--- src/rtl/flash_seq_pkg.sv ---
package flash_seq_pkg;

  typedef enum logic [2:0] {
    ST_IDLE,
    ST_PROG_ONE,
    ST_PROG_BLK,
    ST_BLK_WAIT,
    ST_RECOVER,
    ST_ER_SEG,
    ST_ER_ALL
  } seq_state_e;

  typedef enum logic [1:0] {
    PH_PROG,
    PH_SEG,
    PH_MASS,
    PH_REC
  } phase_e;

  // strobes from control to datapath
  typedef struct packed {
    logic   capture;
    logic   loadCnt;
    phase_e phase;
    logic   wordOnly;
  } seq_ctl_t;

endpackage

--- src/rtl/flash_seq_dp.sv ---
module flash_seq_dp
  import flash_seq_pkg::*;
#(
  parameter int ADDR_W      = 16,
  parameter int BLOCK_BYTES = 64,
  parameter int PROG_TICKS  = 35,
  parameter int SEG_TICKS   = 4000,
  parameter int MASS_TICKS  = 5000,
  parameter int REC_TICKS   = 6
) (
  input  logic              clk,
  input  logic              rstN,
  input  logic              flashTick,
  input  seq_ctl_t          ctl,
  input  logic [ADDR_W-1:0] cpuAddr,
  input  logic [15:0]       cpuWdata,
  input  logic              cpuByte,
  output logic              cntZero,
  output logic              seqOk,
  output logic [ADDR_W-1:0] latchAddr,
  output logic [15:0]       latchData,
  output logic              latchByte
);

  function automatic int maxOf(input int a, input int b);
    return (a > b) ? a : b;
  endfunction

  localparam int MAX_TICKS = maxOf(maxOf(PROG_TICKS, SEG_TICKS), maxOf(MASS_TICKS, REC_TICKS));
  localparam int CNT_W     = $clog2(MAX_TICKS + 1);
  localparam int BLK_OFF_W = $clog2(BLOCK_BYTES);

  logic [CNT_W-1:0]  cnt;
  logic [CNT_W-1:0]  phaseLen;
  logic [ADDR_W-1:0] nextAddr;
  logic [ADDR_W-1:0] wordAddr;
  logic              blockEnd;

  assign wordAddr = {cpuAddr[ADDR_W-1:1], 1'b0};

  always_comb begin
    case (ctl.phase)
      PH_PROG: phaseLen = CNT_W'(PROG_TICKS);
      PH_SEG:  phaseLen = CNT_W'(SEG_TICKS);
      PH_MASS: phaseLen = CNT_W'(MASS_TICKS);
      default: phaseLen = CNT_W'(REC_TICKS);
    endcase
  end

  always_ff @(posedge clk or negedge rstN) begin
    if (!rstN) begin
      cnt <= '0;
    end else if (ctl.loadCnt) begin
      cnt <= phaseLen;
    end else if (flashTick && cnt != '0) begin
      cnt <= cnt - 1'b1;
    end
  end

  assign cntZero = (cnt == '0);

  always_ff @(posedge clk or negedge rstN) begin
    if (!rstN) begin
      latchAddr <= '0;
      latchData <= '0;
      latchByte <= 1'b0;
      nextAddr  <= '0;
      blockEnd  <= 1'b0;
    end else if (ctl.capture) begin
      latchAddr <= ctl.wordOnly ? wordAddr : cpuAddr;
      latchData <= cpuWdata;
      latchByte <= cpuByte & ~ctl.wordOnly;
      nextAddr  <= wordAddr + ADDR_W'(2);
      blockEnd  <= &cpuAddr[BLK_OFF_W-1:1];
    end
  end

  assign seqOk = ~blockEnd && (cpuAddr == nextAddr);

  // a loaded phase is never empty
  assert_cnt_loaded_R6: assert property (@(posedge clk) disable iff (!rstN)
    ctl.loadCnt |=> !cntZero);

endmodule

--- src/rtl/flash_seq_ctl.sv ---
module flash_seq_ctl
  import flash_seq_pkg::*;
(
  input  logic     clk,
  input  logic     rstN,
  input  logic     cpuReq,
  input  logic     cpuWe,
  input  logic     cmdWrite,
  input  logic     cmdBlock,
  input  logic     cmdErase,
  input  logic     cmdMass,
  input  logic     lockIn,
  input  logic     abortReq,
  input  logic     cntZero,
  input  logic     seqOk,
  output seq_ctl_t ctl,
  output logic     busy,
  output logic     waitFlag,
  output logic     accessViol,
  output logic     arrProg,
  output logic     arrErSeg,
  output logic     arrErAll,
  output logic     eraseClr
);

  seq_state_e state, stateNext;
  logic startWr;
  logic blkAccept;

  assign busy     = (state != ST_IDLE);
  assign waitFlag = (state == ST_BLK_WAIT);
  assign startWr  = cpuReq && cpuWe && !lockIn && !abortReq;
  assign blkAccept = (state == ST_BLK_WAIT) && cpuReq && cpuWe && cmdWrite &&
                     cmdBlock && seqOk && !abortReq;
  assign accessViol = busy && cpuReq && !blkAccept;

  always_comb begin
    stateNext    = state;
    ctl          = '0;
    ctl.phase    = PH_PROG;
    arrProg      = 1'b0;
    arrErSeg     = 1'b0;
    arrErAll     = 1'b0;
    eraseClr     = 1'b0;
    if (abortReq) begin
      stateNext = ST_IDLE;
    end else begin
      case (state)
        ST_IDLE: begin
          if (startWr) begin
            if (cmdMass) begin
              stateNext   = ST_ER_ALL;
              ctl.phase   = PH_MASS;
              ctl.loadCnt = 1'b1;
              ctl.capture = 1'b1;
            end else if (cmdErase) begin
              stateNext   = ST_ER_SEG;
              ctl.phase   = PH_SEG;
              ctl.loadCnt = 1'b1;
              ctl.capture = 1'b1;
            end else if (cmdWrite) begin
              stateNext    = cmdBlock ? ST_PROG_BLK : ST_PROG_ONE;
              ctl.phase    = PH_PROG;
              ctl.loadCnt  = 1'b1;
              ctl.capture  = 1'b1;
              ctl.wordOnly = cmdBlock;
            end
          end
        end
        ST_PROG_ONE: begin
          if (cntZero) begin
            arrProg   = 1'b1;
            stateNext = ST_IDLE;
          end
        end
        ST_PROG_BLK: begin
          if (cntZero) begin
            arrProg   = 1'b1;
            stateNext = ST_BLK_WAIT;
          end
        end
        ST_BLK_WAIT: begin
          if (!cmdBlock) begin
            stateNext   = ST_RECOVER;
            ctl.phase   = PH_REC;
            ctl.loadCnt = 1'b1;
          end else if (blkAccept) begin
            stateNext    = ST_PROG_BLK;
            ctl.phase    = PH_PROG;
            ctl.loadCnt  = 1'b1;
            ctl.capture  = 1'b1;
            ctl.wordOnly = 1'b1;
          end
        end
        ST_RECOVER: begin
          if (cntZero) stateNext = ST_IDLE;
        end
        ST_ER_SEG: begin
          if (cntZero) begin
            arrErSeg  = 1'b1;
            eraseClr  = 1'b1;
            stateNext = ST_IDLE;
          end
        end
        ST_ER_ALL: begin
          if (cntZero) begin
            arrErAll  = 1'b1;
            eraseClr  = 1'b1;
            stateNext = ST_IDLE;
          end
        end
        default: stateNext = ST_IDLE;
      endcase
    end
  end

  always_ff @(posedge clk or negedge rstN) begin
    if (!rstN) state <= ST_IDLE;
    else       state <= stateNext;
  end

  assert_wait_in_busy_R7: assert property (@(posedge clk) disable iff (!rstN)
    waitFlag |-> busy);

  assert_no_start_locked_R2: assert property (@(posedge clk) disable iff (!rstN)
    $rose(busy) |-> $past(!lockIn));

  assert_abort_stops_R11: assert property (@(posedge clk) disable iff (!rstN)
    (busy && abortReq) |=> !busy);

  assert_one_strobe_R4: assert property (@(posedge clk) disable iff (!rstN)
    $onehot0({arrProg, arrErSeg, arrErAll}));

  assert_erase_ends_R4: assert property (@(posedge clk) disable iff (!rstN)
    eraseClr |=> !busy);

endmodule

--- src/rtl/flash_seq.sv ---
module flash_seq
  import flash_seq_pkg::*;
#(
  parameter int          ADDR_W       = 16,
  parameter int          BLOCK_BYTES  = 64,
  parameter int          PROG_TICKS   = 35,
  parameter int          SEG_TICKS    = 4000,
  parameter int          MASS_TICKS   = 5000,
  parameter int          REC_TICKS    = 6,
  parameter logic [15:0] BLOCKED_DATA = 16'h3FFF
) (
  input  logic              clk,
  input  logic              rstN,
  input  logic              flashTick,
  input  logic              cpuReq,
  input  logic              cpuWe,
  input  logic              cpuByte,
  input  logic [ADDR_W-1:0] cpuAddr,
  input  logic [15:0]       cpuWdata,
  output logic [15:0]       cpuRdata,
  input  logic              cmdWrite,
  input  logic              cmdBlock,
  input  logic              cmdErase,
  input  logic              cmdMass,
  input  logic              lockIn,
  input  logic              abortReq,
  output logic              busy,
  output logic              waitFlag,
  output logic              accessViol,
  output logic              eraseClr,
  output logic [ADDR_W-1:0] arrAddr,
  output logic [15:0]       arrWdata,
  output logic              arrByte,
  output logic              arrProg,
  output logic              arrErSeg,
  output logic              arrErAll,
  input  logic [15:0]       arrRdata
);

  seq_ctl_t          ctl;
  logic              cntZero;
  logic              seqOk;
  logic [ADDR_W-1:0] latchAddr;

  flash_seq_ctl ctl_i (
    .clk(clk), .rstN(rstN), .cpuReq(cpuReq), .cpuWe(cpuWe),
    .cmdWrite(cmdWrite), .cmdBlock(cmdBlock), .cmdErase(cmdErase), .cmdMass(cmdMass),
    .lockIn(lockIn), .abortReq(abortReq), .cntZero(cntZero), .seqOk(seqOk),
    .ctl(ctl), .busy(busy), .waitFlag(waitFlag), .accessViol(accessViol),
    .arrProg(arrProg), .arrErSeg(arrErSeg), .arrErAll(arrErAll), .eraseClr(eraseClr)
  );

  flash_seq_dp #(
    .ADDR_W(ADDR_W), .BLOCK_BYTES(BLOCK_BYTES), .PROG_TICKS(PROG_TICKS),
    .SEG_TICKS(SEG_TICKS), .MASS_TICKS(MASS_TICKS), .REC_TICKS(REC_TICKS)
  ) dp_i (
    .clk(clk), .rstN(rstN), .flashTick(flashTick), .ctl(ctl),
    .cpuAddr(cpuAddr), .cpuWdata(cpuWdata), .cpuByte(cpuByte),
    .cntZero(cntZero), .seqOk(seqOk), .latchAddr(latchAddr),
    .latchData(arrWdata), .latchByte(arrByte)
  );

  assign arrAddr  = busy ? latchAddr : cpuAddr;
  assign cpuRdata = busy ? BLOCKED_DATA : arrRdata;

  assert_read_flagged_R10: assert property (@(posedge clk) disable iff (!rstN)
    (busy && cpuReq && !cpuWe) |-> accessViol);

endmodule

--- config.mk ---
export PLATFORM = sky130hd
export DESIGN_NAME = flash_seq
export DESIGN_NICKNAME = d
export VERILOG_FILES = /design/src/rtl/flash_seq_pkg.sv /design/src/rtl/flash_seq_dp.sv /design/src/rtl/flash_seq_ctl.sv /design/src/rtl/flash_seq.sv
export SDC_FILE = /design/constraint.sdc
export NUM_CORES = 1
export LEC_CHECK = 0
export BUFFER_PORTS_ARGS = -buffer_cell sky130_fd_sc_hd__buf_2
export CORE_ASPECT_RATIO = 1.75
export CORE_UTILIZATION = 47
export CTS_CLUSTER_SIZE = 12
export DETAILED_ROUTE_END_ITERATION = 7
export GPL_ROUTABILITY_DRIVEN = 0
export PLACE_DENSITY = 0.84
export SLEW_MARGIN = 40
export SYNTH_ARGS = -nofsm -noshare
export SYNTH_HDL_FRONTEND = slang
export SYNTH_SLANG_ARGS = --single-unit
--- constraint.sdc ---
create_clock -name clk -period 2.2 [get_ports clk]
set_input_delay 0.11 -clock clk [delete_from_list [all_inputs] [get_ports clk]]
set_output_delay 0.11 -clock clk [all_outputs]
set_load 0.05 [all_outputs]
==> out/results.ini, run 1 <==
[worst_setup_path]
cp_data_arrival_time_ps = 2460
r2r_setup_slack_ps = -40
timing.critical_path.mode_cell = sky130_fd_sc_hd__buf_12
path_class = reg -> reg
critical-path-slowest-cell = sky130_fd_sc_hd__nor4_1
timing.critical_path.cells = xor2_1 > nor4_1 > nand4_1 > o21ai_4 > buf_12 > buf_12 > mux2_2
crit_path_max_fo = 13
worstSetupStartpointType = register
timing.critical_path.slowest_cell_delay_ps = 460
cp_data_required_time_ps = 2410
worstSetupEndpointType = register

[power]
power_frac_seq_pct = 37.5
clock_power_share_pct = 28.2
ir_drop_mv = 0.781
design_power_total_mw = 4.86
power_per_cell_area_mw_per_mm2 = 962
internal_power_mw = 3.02
netSwitchingPower_mw = 1.84
switching_share_pct = 37.9
comb_power_share_pct = 34.2
p_leak_nw = 2.46

[clock_network]
cts_tree = yes
tritoncts_buffer_count = 9
cts-root-to-sink-buffers = 2
cts_root_buf = sky130_fd_sc_hd__clkbuf_16
clk_pin_slew_worst_paths_ps = 50
h-tree-depth = 3
clk_latency_ps = 330
cts_num_sinks = 65

[route]
route.vias.total = 3346
drt_pre_antenna_iters = 4
routed_wl_mm = 9.61
drt_drc_violations_left = 0
wl_per_cell_um = 15.3
avgViaCountPerCell = 5.32
drt.antenna.violating_nets = 0
drtIter0Drc = 190

[sta]
fmax_mhz = 446
finalWorstPathRequiredPeriod_ps = 2240
tightestPinTransition_ps = 555
final-max-slew-violation-count = 0
grt_setup_unrepaired = true
setup_viol = 33
finalHoldViolations = 0
post-route-period-util_pct = 102
skew_ps = 3.27
post-route-worst-setup-slack_ps = -44.2
timing.max_slew.rel_slack_pct = 63.0

[final_layout]
antenna_cells = 0
areaGrowthSynthToFinish_pct = 34.8
num-nets-final = 604
drive_gt1_share_pct = 37.9
final_util_pct = 66.3

[floorplan]
core_mm2 = 0.00762
start_util_pct = 49.2
floorplan.rows = 42
die_area_mm2 = 0.00835
boundaryPins = 116
fp.dieW_um = 69.5
die_height_um = 120

[synthesis]
syn_inst = 395
yosysWarningCount = 0
synth_seq_area_share_pct = 43.4
synth_area_mm2 = 0.00375
synth.distinct_cells = 40
ys_ff_latch = 65
synthesis.nets = 463
synth_area_per_cell_um2 = 9.49

[global_routing]
vias_in_the_first_global_route = 3317
globalRouteTotalUtil_pct = 23.0
total_congestion_overflow_after_global_routing = 0
grt_pass1_wl_mm = 15.0
grt_max_degree = 34
antenna_found_initial = 0

[placement]
port-buffer-count = 115
dp.final_hpwl_mm = 6.74
preCtsSetupSlack_ps = 44.4

[outcome]
run_status = finished, violations left
violations = negative setup slack

[min_path]
min-delay-path-class = in -> reg

[flow_run]
maxCapViolCount = 0

==> power by group through the flow <==
stage	Combinational (mW)	Sequential, mW	Clock (mW)
floorplan	0.882	2.09	0
global placement	1.54	1.80	0
detailed placement	1.59	1.83	0
CTS	1.63	1.81	1.39
global route	1.79	1.87	1.44
finish	1.67	1.82	1.37
==> critical path: cells and delay by family, from the launching register on <==
kind            cells  cell delay, ps
flops               1             390
xor+xnor            1             200
compound gates      1             200
buf+inv             2             290
simple gates        2             690
mux                 1             340
==> layout make-up <==
| type | count | area (um2) |
|---|---|---|
| well taps | 88 | 110 |
| clock inverters | 4 | 26.3 |
| repair buffers | 149 | 948 |
| inverters | 11 | 41.3 |
| multi-input cells | 300 | 2040 |
| clock buffers | 12 | 267 |
| flip-flops and latches | 65 | 1630 |
| fillers | 567 | 2560 |
==> worst paths after layout <==
| path | start | endpoint | cells after the start |
|---|---|---|---|
| worst max-delay path | dp_i.nextAddr[15] | dp_i.latchAddr[12] | 7 |
| worst min-delay path | cpuWdata[2] | dp_i.latchData[2] | 2 |
| worst max register to register | dp_i.nextAddr[15] | dp_i.latchAddr[12] | 7 |
| worst min register to register | dp_i.latchData[12] | dp_i.latchData[12] | 1 |
| max in group asynchronous | rstN | dp_i.latchAddr[0] | 3 |
| min in group asynchronous | rstN | dp_i.latchAddr[9] | 2 |
==> synth_stat cells, drive strengths merged <==
cell / instances / area (um2)
xnor2: 7 / 61.3
ha: 8 / 100
buf: 9 / 81.3
a31oi: 1 / 6.26
clkbuf: 10 / 37.5
nand2: 72 / 270
nor4b: 3 / 26.3
inv: 11 / 41.3
or4b: 1 / 10.0
dfrtp: 65 / 1630
mux2i: 3 / 30.0
nand3: 9 / 45.0
a21boi: 1 / 18.8
and3: 7 / 43.8
mux2: 35 / 398
nand2b: 17 / 106
o21a: 3 / 22.5
o21ai: 17 / 111
o21ba: 1 / 10.0
nor3: 9 / 61.3
or2: 1 / 6.26
and2: 3 / 18.8
nor2: 32 / 120
o211ai: 2 / 15.0
xor2: 30 / 263
nor4: 8 / 50.1
nand3b: 1 / 7.51
nand4: 3 / 18.8
nor3b: 4 / 30.0
nor2b: 2 / 12.5
a21oi: 20 / 100
==> repair_timing <==
action                     4_1_cts  5_1_grt
gates resized for setup         10       12
gates cloned                     1        2
hold buffers                     5        0
setup buffers                    5        4
pin swaps                        5        4
setup endpoints to repair        3       52
hold endpoints to repair        27        0
==> registers in the layout, indices dropped and copies added, names as in the netlist <==
signal,flops
dp_i.latchAddr,16
dp_i.latchData,16
dp_i.nextAddr,15
dp_i.cnt,13
ctl_i.state,3
dp_i.blockEnd,1
dp_i.latchByte,1
==> per-stage QoR <==
| step | instances | setup TNS, ps | hold WS [ps] | cell area, um2 |
|---|---|---|---|---|
| 3_3_place_gp | 599 | 0 | 117 | 4520 |
| 5_1_grt | 629 | -2520 | 6.83 | 5050 |
| 6_report | 629 | -887 | 11.2 | 5050 |
| 3_5_place_dp | 599 | 0 | 129 | 4520 |
| 4_1_cts | 626 | -301 | 2.81 | 4960 |
| 2_1_floorplan | 395 | 0 | -186 | 3770 |
==> layer usage <==
layer  up-vias  share of wire [%]  global-route usage [%]
li1       1603                  -                       -
met1      1627                 37                    23.4
met2        90                 57                    43.4
met3        26                3.6                    4.37
met4         0                3.2                    11.9
met5         -                  0                       0
==> logic make-up (layout without fill, tap and decap cells) <==
kind of cell	Yosys count	count (layout)	synth area share, %
flip-flops	65	65	43.4
buffers and inverters	30	176	4.27
AND/OR/NAND/NOR	172	172	22.1
adder cells (fa/ha/maj)	8	8	2.67
multiplexers	38	38	11.4
AO/OA/AOI/OAI	45	45	7.57
XOR/XNOR	37	37	8.64
==> layout by cell type, fill, tap and decap left out, types with 3 or more instances in the layout <==
| cell type | n |
|---|---|
| sky130_fd_sc_hd__a21oi_1 | 20 |
| sky130_fd_sc_hd__and2_1 | 3 |
| sky130_fd_sc_hd__and3_1 | 6 |
| sky130_fd_sc_hd__buf_12 | 4 |
| sky130_fd_sc_hd__buf_2 | 113 |
| sky130_fd_sc_hd__buf_4 | 22 |
| sky130_fd_sc_hd__clkbuf_16 | 11 |
| sky130_fd_sc_hd__clkbuf_8 | 3 |
| sky130_fd_sc_hd__dfrtp_1 | 65 |
| sky130_fd_sc_hd__dlygate4sd3_1 | 5 |
| sky130_fd_sc_hd__ha_1 | 8 |
| sky130_fd_sc_hd__inv_1 | 10 |
| sky130_fd_sc_hd__mux2_1 | 10 |
| sky130_fd_sc_hd__mux2_2 | 22 |
| sky130_fd_sc_hd__mux2_4 | 3 |
| sky130_fd_sc_hd__mux2i_1 | 3 |
| sky130_fd_sc_hd__nand2_1 | 72 |
| sky130_fd_sc_hd__nand2b_1 | 16 |
| sky130_fd_sc_hd__nand3_1 | 9 |
| sky130_fd_sc_hd__nand4_1 | 3 |
| sky130_fd_sc_hd__nor2_1 | 31 |
| sky130_fd_sc_hd__nor3_1 | 6 |
| sky130_fd_sc_hd__nor3b_1 | 3 |
| sky130_fd_sc_hd__nor4_1 | 4 |
| sky130_fd_sc_hd__nor4_2 | 3 |
| sky130_fd_sc_hd__nor4b_1 | 3 |
| sky130_fd_sc_hd__o21a_1 | 3 |
| sky130_fd_sc_hd__o21ai_0 | 13 |
| sky130_fd_sc_hd__xnor2_1 | 7 |
| sky130_fd_sc_hd__xor2_1 | 30 |
(Power assumes the default switching activity.)
==> run 2: changes to the inputs <==
--- a/config.mk
+++ b/config.mk
@@ -11,6 +11,7 @@
 export CTS_CLUSTER_SIZE = 12
 export DETAILED_ROUTE_END_ITERATION = 7
 export GPL_ROUTABILITY_DRIVEN = 0
+export MAX_ROUTING_LAYER = met4
 export PLACE_DENSITY = 0.84
 export SLEW_MARGIN = 40
 export SYNTH_ARGS = -nofsm -noshare
==> out/results.ini, run 2 (same netlist as run 1, synthesis figures left out) <==
[outcome]
run_status = finished, violations left
violations = negative setup slack

[worst_setup_path]
rr_endpoint = dp_i.latchAddr[12]
path_class = reg -> reg
worstSetupStartpointType = register
critical-path-slowest-cell = sky130_fd_sc_hd__nor4_1
cell_class_contributing_the_biggest_share_of_worst_path_delay = simple AND/OR/NAND/NOR gates
crit_path_max_fo = 13  ; unchanged
worstSetupEndpointType = register
cp_data_required_time_ps = 2420  ; about the same
cp_data_arrival_time_ps = 2460  ; about the same
r2r_setup_slack_ps = -50  ; about the same
worst-path-buf-inv = 2  ; unchanged
worstRegToRegCells = 7  ; unchanged
timing.critical_path.mode_cell = sky130_fd_sc_hd__buf_12
critical_path.reg2reg.startpoint = dp_i.nextAddr[15]
timing.critical_path.cells = xor2_1 > nor4_1 > nand4_1 > o21ai_4 > buf_12 > buf_12 > mux2_2
timing.critical_path.slowest_cell_delay_ps = 470  ; about the same

[placement]
preCtsSetupSlack_ps = 44.4  ; unchanged
dp.final_hpwl_mm = 6.74  ; unchanged
port-buffer-count = 115  ; unchanged
dpl_cell_area_mm2 = 0.00452  ; unchanged
dp.cells = 599  ; unchanged

[final_layout]
fill_cell_instance_count_of_the_final_layout = 567  ; unchanged
postLayoutCellArea_mm2 = 0.00505  ; unchanged
multi_input_comb_area_mm2 = 0.00204  ; unchanged
biggestRegsByFlops = dp_i.latchAddr (16), dp_i.latchData (16), dp_i.nextAddr (15)
area.sequential_mm2 = 0.00163  ; unchanged
mostFrequentLayoutCells = sky130_fd_sc_hd__buf_2, sky130_fd_sc_hd__nand2_1, sky130_fd_sc_hd__dfrtp_1
post_layout_nonfiller_instances = 629  ; unchanged
antenna_cells = 0  ; unchanged
layout_commonest_cell = sky130_fd_sc_hd__buf_2
areaGrowthSynthToFinish_pct = 34.8  ; unchanged
num-nets-final = 604  ; unchanged
drive_gt1_share_pct = 37.9  ; unchanged

[global_routing]
grt_max_degree = 34  ; unchanged
antenna_found_initial = 0  ; unchanged
globalRouteTotalUtil_pct = 23.6  ; +0.61 points
total_congestion_overflow_after_global_routing = 0  ; unchanged
grt_pass1_wl_mm = 15.0  ; about the same
vias_in_the_first_global_route = 3319  ; +0.060%

[floorplan]
fp.dieW_um = 69.5  ; unchanged
die_area_mm2 = 0.00835  ; unchanged
die_height_um = 120  ; unchanged
boundaryPins = 116  ; unchanged
core_mm2 = 0.00762  ; unchanged
start_util_pct = 49.2  ; unchanged
floorplan.rows = 42  ; unchanged

[clock_network]
tritoncts_buffer_count = 9  ; unchanged
h-tree-depth = 3  ; unchanged
cts_root_buf = sky130_fd_sc_hd__clkbuf_16
cts_tree = yes
cts-root-to-sink-buffers = 2  ; unchanged
clk_latency_ps = 330  ; about the same
clk_pin_slew_worst_paths_ps = 50  ; about the same
cts_num_sinks = 65  ; unchanged

[sta]
post-route-worst-setup-slack_ps = -45.2  ; -1.01 ps
post-route-period-util_pct = 102  ; about the same
tightestPinTransition_ps = 559  ; +4.36 ps
grt_setup_unrepaired = true
finalHoldViolations = 0  ; unchanged
final-max-slew-violation-count = 0  ; unchanged
skew_ps = 4.01  ; +0.736 ps
setup_viol = 35  ; +6.1%
timing.max_slew.rel_slack_pct = 62.7  ; -0.29 points
finalWorstPathRequiredPeriod_ps = 2250  ; +1.01 ps
fmax_mhz = 445  ; about the same

[route]
drt.antenna.violating_nets = 0  ; unchanged
route.vias.total = 3358  ; +0.36%
drt_drc_violations_left = 0  ; unchanged
drtIter0Drc = 191  ; +0.53%
avgViaCountPerCell = 5.34  ; +0.36%
routed_wl_mm = 9.62  ; about the same
drt_pre_antenna_iters = 4  ; unchanged
wl_per_cell_um = 15.3  ; about the same

[min_path]
worst_hold_startpoint = cpuWdata[2]
worst_hold_end = dp_i.latchData[2]
min-delay-path-class = in -> reg
holdPathStages = 2  ; unchanged

[power]
power_per_cell_area_mw_per_mm2 = 963  ; about the same
p_leak_nw = 2.46  ; unchanged
ir_drop_mv = 0.783  ; +0.19%

[flow_run]
maxCapViolCount = 0  ; unchanged

==> run 2: metal layers <==
metal | share of wire [%] | global-route usage, % | up-vias
met4 | 3.0 | 11.9 | 0
met3 | 4.2 | 4.03 | 24
li1 | - | - | 1602
met5 | 0 | - | -
met2 | 57 | 43.4 | 102
met1 | 36 | 23.5 | 1630
==> run 2: repair_timing <==
item / in CTS / in global routing
hold buffers: 5 / 0
setup endpoints to repair: 3 / 52
pin swaps: 5 / 4
buffers inserted: 5 / 4
endpoints found under the hold margin: 27 / 0
resized for setup: 10 / 12
cloned: 1 / 2
==> run 2: cell type report <==
type | count | share of cell area (%)
Sequential cell | 65 | 32.2
Multi-Input combinational cell | 300 | 40.3
Clock buffer | 12 | 5.27
Clock inverter | 4 | 0.520
Timing Repair Buffer | 149 | 18.8
Inverter | 11 | 0.817
Tap cell | 88 | 2.18
==> run 2: per-stage QoR <==
step                TNS (ps)  hold WS (ps)  power, mW  utilization, %
floorplan                  0          -186       2.97               -
global placement           0           117       3.33            59.3
detailed placement         0           129       3.42            59.3
CTS                     -301          2.81       4.83            65.1
global route           -2520          8.47       5.09            66.3
finish                  -960          7.89       4.87            66.3
==> run 2: how the worst max path moves through the flow <==
stage                                 start            endpoint  slack, ps  cells past startpoint
final                     dp_i.nextAddr[15]  dp_i.latchAddr[12]        -50                      7
after global routing       dp_i.nextAddr[1]          accessViol       -110                      8
after CTS                  dp_i.nextAddr[3]   dp_i.latchData[7]        -30                      9
after detailed placement     ctl_i.state[1]   dp_i.latchData[7]         40                      6
after global placement       ctl_i.state[1]  dp_i.latchData[15]        110                      6
after floorplan              ctl_i.state[1]  dp_i.latchData[12]        0.5                      8
==> run 2: where the power goes <==
group	leakage, nW	internal (mW)	switching, mW
combinational	1.53	0.608	1.06
clock	0.145	0.852	0.525
sequential	0.787	1.56	0.266
